==> src/rtl/wdg_keyed_pkg.sv <==
// Package: key codes and key classification shared by the watchdog modules.
// Assumes a 5-bit key field; all other widths are module parameters.
package wdg_keyed_pkg;

    localparam int KEY_W = 5;
    localparam logic [KEY_W-1:0] KEY_RUN  = 5'b01010;
    localparam logic [KEY_W-1:0] KEY_STOP = 5'b10101;

    typedef enum logic [1:0] {
        KM_RUN  = 2'd0,
        KM_STOP = 2'd1,
        KM_BAD  = 2'd2
    } key_mode_e;

    // Classify a key value into run, stop or fault.
    function automatic key_mode_e key_decode(input logic [KEY_W-1:0] k);
        if (k == KEY_RUN)       return KM_RUN;
        else if (k == KEY_STOP) return KM_STOP;
        else                    return KM_BAD;
    endfunction

endpackage

==> src/rtl/wdg_tmr_cnt.sv <==
// Time-out counter. Counts run&&tick cycles and flags the wrap of the
// 2^CNT_W-th count. Assumes clr has priority over counting, so no wrap is
// reported in a clear cycle.
module wdg_tmr_cnt #(
    parameter int CNT_W = 8
) (
    input  logic clk,
    input  logic rst_n,
    input  logic clr,
    input  logic run,
    input  logic tick,
    output logic ovf
);
    localparam logic [CNT_W-1:0] CNT_LAST = {CNT_W{1'b1}};

    logic [CNT_W-1:0] cnt;

    // Wrap strobe: last count value consumed by a live tick.
    assign ovf = run && tick && !clr && (cnt == CNT_LAST);

    // Counter register: cleared by reset or clr, advanced by live ticks.
    always_ff @(posedge clk) begin
        if (!rst_n || clr)     cnt <= '0;
        else if (run && tick)  cnt <= cnt + CNT_W'(1);
    end

    a_r5_clr_zeroes: assert property (@(posedge clk) disable iff (!rst_n)
        clr |=> (cnt == '0));
    a_r11_hold_no_tick: assert property (@(posedge clk) disable iff (!rst_n)
        (!clr && !(run && tick)) |=> $stable(cnt));

endmodule

==> src/rtl/wdg_key_ctrl.sv <==
// Key field and fault-reset delay. Holds the key, decodes it, and arms a
// delay of SRST_DLY cycles on a bad key write. The delay is not restarted by
// later writes. When it fires, the key returns to the enable code.
// Assumes SRST_DLY >= 1.
module wdg_key_ctrl
    import wdg_keyed_pkg::*;
#(
    parameter int SRST_DLY = 16
) (
    input  logic             clk,
    input  logic             rst_n,
    input  logic             key_we,
    input  logic [KEY_W-1:0] key_wdata,
    output logic [KEY_W-1:0] key_q,
    output logic             run,
    output logic             bad_wr,
    output logic             fire
);
    localparam int DLY_W = $clog2(SRST_DLY + 1);
    localparam logic [DLY_W-1:0] DLY_LAST = DLY_W'(SRST_DLY - 1);

    logic             pending;
    logic [DLY_W-1:0] dly;

    // Decode of the incoming write and of the held key.
    assign bad_wr = key_we && (key_decode(key_wdata) == KM_BAD);
    assign run    = (key_decode(key_q) == KM_RUN);
    assign fire   = pending && (dly == DLY_LAST);

    // Key register: power-on and fire restore the enable code; writes land otherwise.
    always_ff @(posedge clk) begin
        if (!rst_n)      key_q <= KEY_RUN;
        else if (fire)   key_q <= KEY_RUN;
        else if (key_we) key_q <= key_wdata;
    end

    // Delay tracker: arms once on a bad write, counts every cycle, drops on fire.
    always_ff @(posedge clk) begin
        if (!rst_n) begin
            pending <= 1'b0;
            dly     <= '0;
        end else if (fire) begin
            pending <= 1'b0;
            dly     <= '0;
        end else if (pending) begin
            dly     <= dly + DLY_W'(1);
        end else if (bad_wr) begin
            pending <= 1'b1;
            dly     <= '0;
        end
    end

    a_r6_bad_write_arms: assert property (@(posedge clk) disable iff (!rst_n)
        (bad_wr && !pending) |=> pending);
    a_r7_pending_kept: assert property (@(posedge clk) disable iff (!rst_n)
        (pending && !fire) |=> pending);
    a_r10_fire_restores: assert property (@(posedge clk) disable iff (!rst_n)
        fire |=> (key_q == KEY_RUN && !pending));

endmodule

==> src/rtl/wdg_cause_flag.sv <==
// Sticky reset-cause register. Bit 0 is set by hardware and cleared only by a
// software write of 0; a write of 1 does nothing. The upper bits are tied to 0.
// Assumes REG_W >= 1.
module wdg_cause_flag #(
    parameter int REG_W = 8
) (
    input  logic             clk,
    input  logic             rst_n,
    input  logic             set,
    input  logic             we,
    input  logic             clr_bit,
    output logic [REG_W-1:0] flag_q
);
    logic cause;

    // Sticky bit: hardware set wins over a software clear in the same cycle.
    always_ff @(posedge clk) begin
        if (!rst_n)             cause <= 1'b0;
        else if (set)           cause <= 1'b1;
        else if (we && !clr_bit) cause <= 1'b0;
    end

    // Register image: bit 0 live, the rest read as zero.
    generate
        for (genvar i = 0; i < REG_W; i++) begin : g_bit
            if (i == 0) begin : g_live
                assign flag_q[i] = cause;
            end else begin : g_tied
                assign flag_q[i] = 1'b0;
            end
        end
    endgenerate

    a_r8_flag_sticky: assert property (@(posedge clk) disable iff (!rst_n)
        (cause && !(we && !clr_bit)) |=> cause);
    a_r8_flag_set: assert property (@(posedge clk) disable iff (!rst_n)
        set |=> cause);

endmodule

==> src/rtl/wdg_keyed.sv <==
// Top of the keyed watchdog. Joins the key control, the time-out counter and
// the cause register, and registers the reset requests and the time-out bit.
// Assumes rst_n is the power-on reset only: the requests this block issues do
// not come back to rst_n.
module wdg_keyed
    import wdg_keyed_pkg::*;
#(
    parameter int CNT_W    = 8,
    parameter int SRST_DLY = 16,
    parameter int FLAG_W   = 8
) (
    input  logic              clk,
    input  logic              rst_n,
    input  logic              tick,
    input  logic              key_we,
    input  logic [KEY_W-1:0]  key_wdata,
    input  logic              flag_we,
    input  logic [FLAG_W-1:0] flag_wdata,
    input  logic              clr_wdt,
    input  logic              halt,
    input  logic              low_pwr,
    output logic [KEY_W-1:0]  key_q,
    output logic [FLAG_W-1:0] flag_q,
    output logic              timeout,
    output logic              full_rst_req,
    output logic              part_rst_req
);
    logic run, bad_wr, fire, ovf, cnt_clr;
    logic unused_flag_hi;

    // Only bit 0 of a cause write has meaning.
    assign unused_flag_hi = ^flag_wdata;
    // Counter clear sources: software clear, halt, bad key write, fault fire.
    assign cnt_clr = clr_wdt || halt || bad_wr || fire;

    wdg_key_ctrl #(.SRST_DLY(SRST_DLY)) u_key (
        .clk(clk), .rst_n(rst_n), .key_we(key_we), .key_wdata(key_wdata),
        .key_q(key_q), .run(run), .bad_wr(bad_wr), .fire(fire)
    );

    wdg_tmr_cnt #(.CNT_W(CNT_W)) u_cnt (
        .clk(clk), .rst_n(rst_n), .clr(cnt_clr), .run(run), .tick(tick),
        .ovf(ovf)
    );

    wdg_cause_flag #(.REG_W(FLAG_W)) u_flag (
        .clk(clk), .rst_n(rst_n), .set(fire), .we(flag_we),
        .clr_bit(flag_wdata[0]), .flag_q(flag_q)
    );

    // Reset requests: a fault fire or a run-mode wrap gives full; a low-power wrap gives partial.
    always_ff @(posedge clk) begin
        if (!rst_n) begin
            full_rst_req <= 1'b0;
            part_rst_req <= 1'b0;
        end else begin
            full_rst_req <= fire || (ovf && !low_pwr);
            part_rst_req <= ovf && low_pwr;
        end
    end

    // Time-out status: set on wrap, cleared by clear or halt strobes.
    always_ff @(posedge clk) begin
        if (!rst_n)                timeout <= 1'b0;
        else if (ovf)              timeout <= 1'b1;
        else if (clr_wdt || halt)  timeout <= 1'b0;
    end

    a_r4_part_not_full: assert property (@(posedge clk) disable iff (!rst_n)
        part_rst_req |-> !full_rst_req);
    a_r4_part_has_timeout: assert property (@(posedge clk) disable iff (!rst_n)
        part_rst_req |-> timeout);
    a_r5_clear_drops_timeout: assert property (@(posedge clk) disable iff (!rst_n)
        (clr_wdt || halt) |=> !timeout);
    a_r2_stop_no_part: assert property (@(posedge clk) disable iff (!rst_n)
        (key_q == KEY_STOP) |=> !part_rst_req);

endmodule

==> config.mk <==
export PLATFORM = sky130hd
export DESIGN_NAME = wdg_keyed
export DESIGN_NICKNAME = d
export VERILOG_FILES = /design/src/rtl/wdg_keyed_pkg.sv /design/src/rtl/wdg_tmr_cnt.sv /design/src/rtl/wdg_key_ctrl.sv /design/src/rtl/wdg_cause_flag.sv /design/src/rtl/wdg_keyed.sv
export SDC_FILE = /design/constraint.sdc
export NUM_CORES = 1
export LEC_CHECK = 0
export ABC_CLOCK_PERIOD_IN_PS = 1700
export BUFFER_PORTS_ARGS = -buffer_cell sky130_fd_sc_hd__buf_2
export CORE_MARGIN = 2
export CORE_UTILIZATION = 30
export CTS_BUF_LIST = sky130_fd_sc_hd__clkbuf_16
export DETAILED_ROUTE_END_ITERATION = 10
export PLACE_DENSITY = 0.63
export SYNTH_ARGS = -nofsm -noshare
export SYNTH_HDL_FRONTEND = slang
export SYNTH_SLANG_ARGS = --single-unit
==> constraint.sdc <==
create_clock -name clk -period 1.7 [get_ports clk]
set_input_delay 0.085 -clock clk [delete_from_list [all_inputs] [get_ports clk]]
set_output_delay 0.085 -clock clk [all_outputs]
set_load 0.02 [all_outputs]
### Yosys cells after proc, flatten, opt, wreduce, memory -nomap -nowiden

Index checks and enable logic that the tools add are counted.

* output and inout port bits: 16
* input bits: 21
* word-level logic and storage cells: 52
* flip-flop bits (word level): 23

* bitwise gates (word level): 1
* equal/unequal tests: 7
* $add $sub $neg: 2
* mux-type cells: 12
* reduce and logical (&&, ||, !) cells: 22

Operators with widths (number)
* 5-bit by 4-bit == test with 1-bit output, second input constant: 3
* 5-bit == test, second input constant: 2
* 5-bit two-way mux: 2
* 8-bit by 1-bit adder with 8-bit output, second input constant: 1
* 8-bit == test, second input constant: 1
* 1-bit logical AND: 8
* 2-bit two-way mux: 4
* 1-bit two-way mux: 6
* 2-bit nonzero test: 3
* 5-bit by 1-bit adder with 5-bit output, second input constant: 1
* 1-bit logical OR: 5
* 1-bit logical NOT: 4
* 2-bit == test, second input constant: 1
* 2-bit logical NOT: 1
* 2-bit OR reduction: 1
* 1-bit inverter: 1

### Depth between registers and ports, before layout

Gate-level depths: netlist (run 1).

* depth after elaboration: 12
* mapped depth: 6
* gate-level depth less buffers: 6

### Modules after synthesis

From an unflattened synthesis (run 1), not the netlist that was laid out.

* cell total of the unflattened synthesis: 120
* area, all modules: 1071.0 µm²

Modules (own cells, without submodules)
* wdg_key_ctrl: sequential area each 220.2 µm², area each 498.0 µm², cells an instance 55, instances 1
* wdg_tmr_cnt: sequential area each 160.2 µm², area each 365.4 µm², cells an instance 42, instances 1
* wdg_cause_flag: sequential area each 20.0 µm², area each 105.1 µm², cells an instance 13, instances 1
* wdg_keyed: sequential area each 60.1 µm², area each 102.6 µm², cells an instance 10, instances 1

### Least setup slack after synthesis (run 1)

Ideal clock, no wire load.

* kind: reg2reg
* start: register u_key.dly[0]
* end: register u_key.dly[2]
* arrival time: 1.468 ns
* setup slack: 0.144 ns
* path buffers: 0
* library setup time: 0.088 ns
* clock period less this slack: 1.556 ns
* data required time: 1.612 ns
* cell stages (with the launch flop): 7
* cells stage by stage: dfxtp_1 > ha_1 > and3_1 > ha_1 > nor2b_1 > nand2b_1 > a311oi_2

* cells in the longest elaborated chain, start to end: 3
* elaborated cells on any way between the ends: 5
* those cells by class: 1 x add/sub; 1 x eq/ne; 1 x mux; 2 x reduce/logical

RTL lines
* start, declared: line wdg_key_ctrl.sv:23 `logic [DLY_W-1:0] dly;`
* start signal, assigned: line wdg_key_ctrl.sv:46 `dly <= dly + DLY_W'(1);`
* parallel branches: the longest is 3 deep, another holds 5-bit by 1-bit adder with 5-bit output

Parallel ways; which one is timed is not known.
A chain may end at the register's enable or synchronous reset.

### Worst setup path in the final report (run 1)

Ends and elaborated chain as after synthesis.

==> results of run 1 <==
## power by group through the flow
stage | combinational (mW) | sequential, mW | clock, mW
2_1_floorplan | 0.0852 | 0.580 | 0
3_3_place_gp | 0.116 | 0.573 | 0
3_5_place_dp | 0.119 | 0.574 | 0
4_1_cts | 0.119 | 0.562 | 0.508
5_1_grt | 0.132 | 0.564 | 0.524
6_report | 0.120 | 0.562 | 0.494
## logic make-up (layout without fill, tap and decap cells)
group                    count (synthesis)  count (layout)  synth area share, %
multiplexers                             6               6                5.322
XOR/XNOR                                 8               8                6.208
buffers and inverters                   15              32                7.760
AND/OR/NAND/NOR                         50              50                25.39
AO/OA/AOI/OAI                           16              16                10.86
flip-flops                              23              23                40.80
other                                    1               7               0.3323
adder cells (fa/ha/maj)                  3               3                3.326
## per-stage QoR
| step | hold WS [ns] | area, sq um | util (%) | setup slack, ns | total power [mW] |
|---|---|---|---|---|---|
| 2_1_floorplan | 0.2198 | 1151 | - | 0.1442 | 0.6651 |
| 3_3_place_gp | 0.3447 | 1260 | 34.68 | 0.1420 | 0.6891 |
| 3_5_place_dp | 0.3507 | 1260 | 34.68 | 0.08932 | 0.6925 |
| 4_1_cts | 0.08289 | 1339 | 36.85 | 0.07197 | 1.189 |
| 5_1_grt | 0.09889 | 1353 | 37.22 | 0.05871 | 1.220 |
| 6_report | 0.08728 | 1353 | 37.22 | 0.1446 | 1.176 |
## registers in the layout, summed over array words and instances (netlist names)
name and flops:
u_key.pending 1, u_key.dly 5, u_cnt.cnt 8, u_key.key_q 5
u_flag.cause 1, full_rst_req 1, part_rst_req 1, timeout 1
## repair_timing
action / CTS / global route
hold buffers: 0 / 0
gates resized for setup: 0 / 3
endpoints found under the hold margin: 0 / 0
setup endpoints to repair: 0 / 10
## synth_stat cells
master / count
o21ai_4: 1
nor2b_1: 3
and2_1: 1
o22ai_1: 1
o31ai_1: 1
dfxtp_1: 23
nand3b_1: 4
ha_1: 3
xnor2_1: 4
o21ai_0: 6
nand4b_1: 1
buf_4: 8
and4_1: 1
o211ai_2: 1
nand4_1: 3
o21bai_2: 1
inv_1: 5
conb_1: 1
nand3_1: 6
a311oi_2: 1
and4bb_2: 1
mux2i_1: 6
nor4_1: 1
nor3b_1: 1
and4b_1: 1
nor3_1: 2
nand2b_1: 1
or4b_4: 1
a21oi_1: 3
and3_1: 2
nand2_1: 7
o2bb2ai_1: 1
nand4bb_1: 1
xor2_1: 4
clkbuf_1: 1
buf_2: 1
nor2_1: 13
## worst paths after layout
check	end	slack [ns]	startpoint	depth (start not counted)
worst max register to register	u_key.dly[2]	0.14	u_key.dly[0]	6
worst min-delay path	part_rst_req	0.09	low_pwr	3
worst min register to register	timeout	0.47	timeout	1
worst max-delay path	u_key.dly[2]	0.14	u_key.dly[0]	6
## final cells by class
class | instances | area, sq um | area share [%]
Clock buffer | 3 | 75.07 | 5.550
Inverter | 5 | 18.77 | 1.388
Timing Repair Buffer | 23 | 117.6 | 8.696
Multi-Input combinational cell | 90 | 616.8 | 45.61
Clock inverter | 1 | 3.754 | 0.2775
Tap cell | 48 | 60.06 | 4.440
Sequential cell | 23 | 460.4 | 34.04
## tightest hold or removal path, cell delays in order
cell and delay (ns):
buf_2 0.10, inv_1 0.06, nor3_1 0.05
## layer usage
metal | track usage, % | vias to the layer above | wire length [um] | share of wire [%]
li1 | - | 462 | - | -
met3 | 3.938 | 2 | 130 | 6.3
met1 | 10.59 | 424 | 886 | 43
met2 | 20.54 | 19 | 1051 | 51
met5 | 0 | - | 0 | 0
met4 | 1.563 | 0 | 10 | 0.48
==> impl_metrics.json, run 1 <==
{
  "status": "finished clean",
  "final_cell_mix": "dfxtp_1 (23), buf_2 (22), nor2_1 (13)",
  "wl_per_cell_um": 10.77,
  "grt_pass1_wl_um": 3546,
  "root_buffer": "clkbuf_16",
  "layout_worst_path_cycle_share_pct": 91.49,
  "yosysUniqueCellTypes": 37,
  "instances_no_fill": 193,
  "dr.pass1.iters": 4,
  "skew_ns": 0.004935,
  "synth_top_area_share_pct": 40.80,
  "ioPinCount": 37,
  "rsz0062_at_grt": "false",
  "final_common_cell": "dfxtp_1",
  "htreeDepth": 1,
  "placed_cells": 189,
  "grtUsageTotal_pct": 10.48,
  "seqPwrFrac_pct": 47.8,
  "max_stage_delay_ns": 0.34,
  "dp_hpwl_um": 1659,
  "crit_path_top_delay_cell": "dfxtp_1",
  "yosys.area.top_type": "dfxtp_1",
  "synth_cells": 122,
  "synth.top_cells.by_area": "dfxtp_1 (41%), mux2i_1 (5.3%), buf_4 (5.3%), nor2_1 (4.3%), ha_1 (3.3%)",
  "vias": 907,
  "post_cts_buffers": 0,
  "wirelength_um": 2079,
  "netlist_area_sq_mm": 0.001129,
  "die_w_um": 65.34,
  "drc": 0,
  "coreArea_sq_mm": 0.003633,
  "die_area_sq_mm": 0.004269,
  "grt_max_degree": 13,
  "antenna_left": 0,
  "grt_pass1_vias": 869,
  "hold_viol_final": 0,
  "drt_iter0_drc": 39,
  "synth.ff_latch_count": 23,
  "finalNetCount": 170,
  "path_common_cell": "ha_1",
  "ctsLongestPathBuffers": 2,
  "worst-path-max-fanout": 4,
  "clk_pin_slew_ns": 0.06,
  "startpoint_type": "flop",
  "fmax_mhz": 642.9,
  "switching_share_pct": 22.55,
  "p_switching_mw": 0.2653,
  "cp.required_ns": 1.87,
  "overflow": 0,
  "cp_top_family": "simple AND/OR/NAND/NOR gates",
  "clock_power_share_pct": 42.0,
  "io_buffers": 22,
  "cts_tree": "done",
  "avgSynthCellArea_sq_um": 9.251,
  "synthToLayoutAreaGrowth_pct": 19.85,
  "period_needed_ns": 1.555,
  "hold_path_class": "in2reg",
  "p_comb_share_pct": 10.2,
  "leakage_nw": 0.5614,
  "die_h_um": 65.34,
  "critPathKind": "reg2reg",
  "cp_cell_sequence": "ha_1, and3_1, ha_1, nor2b_2, nand2b_1, a311oi_2",
  "cell_internal_pwr_mw": 0.9111,
  "drive_gt1_share_pct": 23.45,
  "ys_warn_count": 0,
  "clock_latency_ns": 0.25,
  "nFillCells": 386,
  "arrival_ns": 1.73,
  "start_util_pct": 31.06,
  "tightest_slew_ns": 0.6291,
  "synth-seq-area-share_pct": 40.80,
  "slew_headroom_pct": 57.97,
  "max_cap_viol_count": 0,
  "final_max_slew_viol_count": 0,
  "irDropWorstVdd_mv": 0.3337,
  "critPathCaptureType": "flop",
  "viasPerCell": 4.699,
  "powerDensity_mw_per_mm2": 869.8,
  "n_antenna_cell": 0,
  "antenna_found_initial": 0,
  "finalSetupTns_ns": 0,
  "cts_made_buffers": 3,
  "setup_viol": 0,
  "cts_num_sinks": 23,
  "gp_congestion": 0.7800,
  "crit_buf_inv": 0,
  "rows": 22
}
No activity file was read; power rests on OpenSTA's default activity.
==> run 2, diff against run 1 <==
--- a/config.mk
+++ b/config.mk
@@ -5,13 +5,15 @@
 export SDC_FILE = /design/constraint.sdc
 export NUM_CORES = 1
 export LEC_CHECK = 0
-export ABC_CLOCK_PERIOD_IN_PS = 1700
+export ABC_CLOCK_PERIOD_IN_PS = 1400
 export BUFFER_PORTS_ARGS = -buffer_cell sky130_fd_sc_hd__buf_2
 export CORE_MARGIN = 2
 export CORE_UTILIZATION = 30
 export CTS_BUF_LIST = sky130_fd_sc_hd__clkbuf_16
+export CTS_CLUSTER_SIZE = 8
 export DETAILED_ROUTE_END_ITERATION = 10
-export PLACE_DENSITY = 0.63
+export GPL_ROUTABILITY_DRIVEN = 0
+export PLACE_DENSITY = 0.65
 export SYNTH_ARGS = -nofsm -noshare
 export SYNTH_HDL_FRONTEND = slang
 export SYNTH_SLANG_ARGS = --single-unit
==> constraint.sdc (replaced) <==
create_clock -name clk -period 1.4 [get_ports clk]
set_input_delay 0.07 -clock clk [delete_from_list [all_inputs] [get_ports clk]]
set_output_delay 0.07 -clock clk [all_outputs]
set_load 0.02 [all_outputs]
==> run 2 against run 1 <==
Effect of this change:
- final cell count rose by 6.2%
- register-to-register slack worse by 0.12 ns
- fmax up 13%
- worst setup slack worse by 0.12 ns
- clock skew fell by 0.0021 ns
- critical endpoint is now u_key.dly[3]
==> impl_metrics.json, run 2 (synthesized netlist as in run 1, its figures left out) <==
{
  "status": "finished clean",
  "rsz0062_at_grt": "true",
  "cts_made_buffers": 3,
  "powerDensity_mw_per_mm2": 978.5,
  "dp_hpwl_um": 1669,
  "die_w_um": 65.34,
  "root_buffer": "clkbuf_16",
  "wirelength_um": 2306,
  "drive_gt1_share_pct": 34.39,
  "grtUsageTotal_pct": 11.46,
  "overflow": 0,
  "finalSetupTns_ns": 0,
  "r2r-end": "u_key.dly[3]",
  "grt_pass1_wl_um": 3884,
  "coreArea_sq_mm": 0.003633,
  "reg.largest.list": "u_cnt.cnt x8, u_key.dly x5, u_key.key_q x5",
  "nFillCells": 364,
  "ctsLongestPathBuffers": 2,
  "whs_path_depth": 3,
  "worst-path-max-fanout": 4,
  "r2r_start": "u_key.dly[0]",
  "critPathKind": "reg2reg",
  "path_depth": 7,
  "seqCellArea_sq_um": 462.9,
  "critPathCaptureType": "flop",
  "ioPinCount": 37,
  "placed_cells": 199,
  "io_buffers": 22,
  "clock_latency_ns": 0.25,
  "startpoint_type": "flop",
  "vias": 942,
  "p_comb_share_pct": 11.7,
  "reg2reg_slack_ns": 0.02,
  "preCtsSetupSlack_ns": -0.05315,
  "instances_no_fill": 205,
  "p_switching_mw": 0.3326,
  "cell_internal_pwr_mw": 1.128,
  "fmax_mhz": 727.3,
  "layout_worst_path_cycle_share_pct": 98.22,
  "finalNetCount": 182,
  "setup_viol": 0,
  "largest_register_ffs": 8,
  "seqPwrFrac_pct": 46.8,
  "switching_share_pct": 22.77,
  "fin_hold_ws_ns": 0.06715,
  "die_area_sq_mm": 0.004269,
  "cp_top_family": "simple AND/OR/NAND/NOR gates",
  "synthToLayoutAreaGrowth_pct": 32.26,
  "endpoint": "u_key.dly[3]",
  "skew_ns": 0.002826,
  "irDropWorstVdd_mv": 0.4506,
  "clock_power_share_pct": 41.4,
  "reg2reg_depth": 7,
  "fin_total_pwr_mw": 1.461,
  "multi_input_area_sq_um": 659.4,
  "max_cap_viol_count": 0,
  "final_max_slew_viol_count": 0,
  "hold_path_class": "in2reg",
  "arrival_ns": 1.56,
  "cp_cell_sequence": "ha_4, and3_4, ha_4, nor2b_4, buf_6, nand2_1, a21oi_2",
  "rows": 22,
  "final_cell_mix": "buf_2 (22), dfxtp_1 (21), nor2_1 (13)",
  "hold_viol_final": 0,
  "antenna_found_initial": 0,
  "period_needed_ns": 1.375,
  "holdBufCountCts": 0,
  "wl_per_cell_um": 11.25,
  "final_common_cell": "buf_2",
  "path_common_cell": "ha_4",
  "cts_tree": "done",
  "drt_iter0_drc": 15,
  "critical_path.startpoint": "u_key.dly[0]",
  "viasPerCell": 4.595,
  "leakage_nw": 0.6236,
  "cp.required_ns": 1.59,
  "crit_path_top_delay_cell": "dfxtp_2",
  "start_util_pct": 31.06,
  "clk_pin_slew_ns": 0.06,
  "antenna_left": 0,
  "cts_num_sinks": 23,
  "drc": 0,
  "layout_setup_ws_ns": 0.02499,
  "max_stage_delay_ns": 0.33,
  "grt_max_degree": 14,
  "htreeDepth": 1,
  "top_register": "u_cnt.cnt",
  "n_antenna_cell": 0,
  "crit_buf_inv": 1,
  "dr.pass1.iters": 2,
  "grt_pass1_vias": 862,
  "die_h_um": 65.34
}
run 2: power by group through the flow:
stage / logic (mW) / registers (mW) / clock network, mW
after floorplan: 0.106 / 0.704 / 0
after global placement: 0.162 / 0.696 / 0
after detailed placement: 0.164 / 0.695 / 0
after CTS: 0.168 / 0.682 / 0.629
after global routing: 0.190 / 0.686 / 0.663
final: 0.171 / 0.684 / 0.605
run 2: timing repair:
action	4_1_cts	5_1_grt
setup endpoints to repair	12	11
buffers inserted	0	2
gates resized for setup	6	5
pin swaps	1	4
run 2: how the worst min path moves through the flow:
stage	start	end	slack, ns
2_1_floorplan	low_pwr	part_rst_req	0.20
3_3_place_gp	low_pwr	part_rst_req	0.33
3_5_place_dp	low_pwr	part_rst_req	0.33
4_1_cts	low_pwr	part_rst_req	0.06
5_1_grt	key_wdata[3]	u_key.key_q[3]	0.08
6_report	key_wdata[3]	u_key.key_q[3]	0.07
run 2: final cells by class:
| cell class | instances | area share [%] |
|---|---|---|
| tap | 48 | 4.023 |
| multi-input combinational | 90 | 44.17 |
| inverter | 5 | 1.257 |
| sequential | 23 | 31.01 |
| clock buffer | 3 | 5.029 |
| timing repair buffer | 35 | 14.17 |
| clock inverter | 1 | 0.3353 |
run 2: routing by layer:
layer	global-route usage (%)	part of all wire, %	vias up
li1	-	-	487
met1	14.42	45	440
met2	19.39	50	15
met3	3.938	4.4	0
met4	1.563	0	0
met5	0	0	-
run 2: through the flow:
step | utilization [%] | cell area, sq um
4_1_cts | 40.15 | 1459
3_3_place_gp | 37.09 | 1348
3_5_place_dp | 37.09 | 1348
6_report | 41.08 | 1493
2_1_floorplan | - | 1164
5_1_grt | 41.08 | 1493
run 2: worst reg2reg max path, delay by kind of cell (launching register included):
family,cells,cell delay (ns)
and+or+nand+nor,3,0.40
buffers and inverters,1,0.13
AOI/OAI and AO/OA,1,0.12
DFF,1,0.33
adders and majority gates,2,0.33
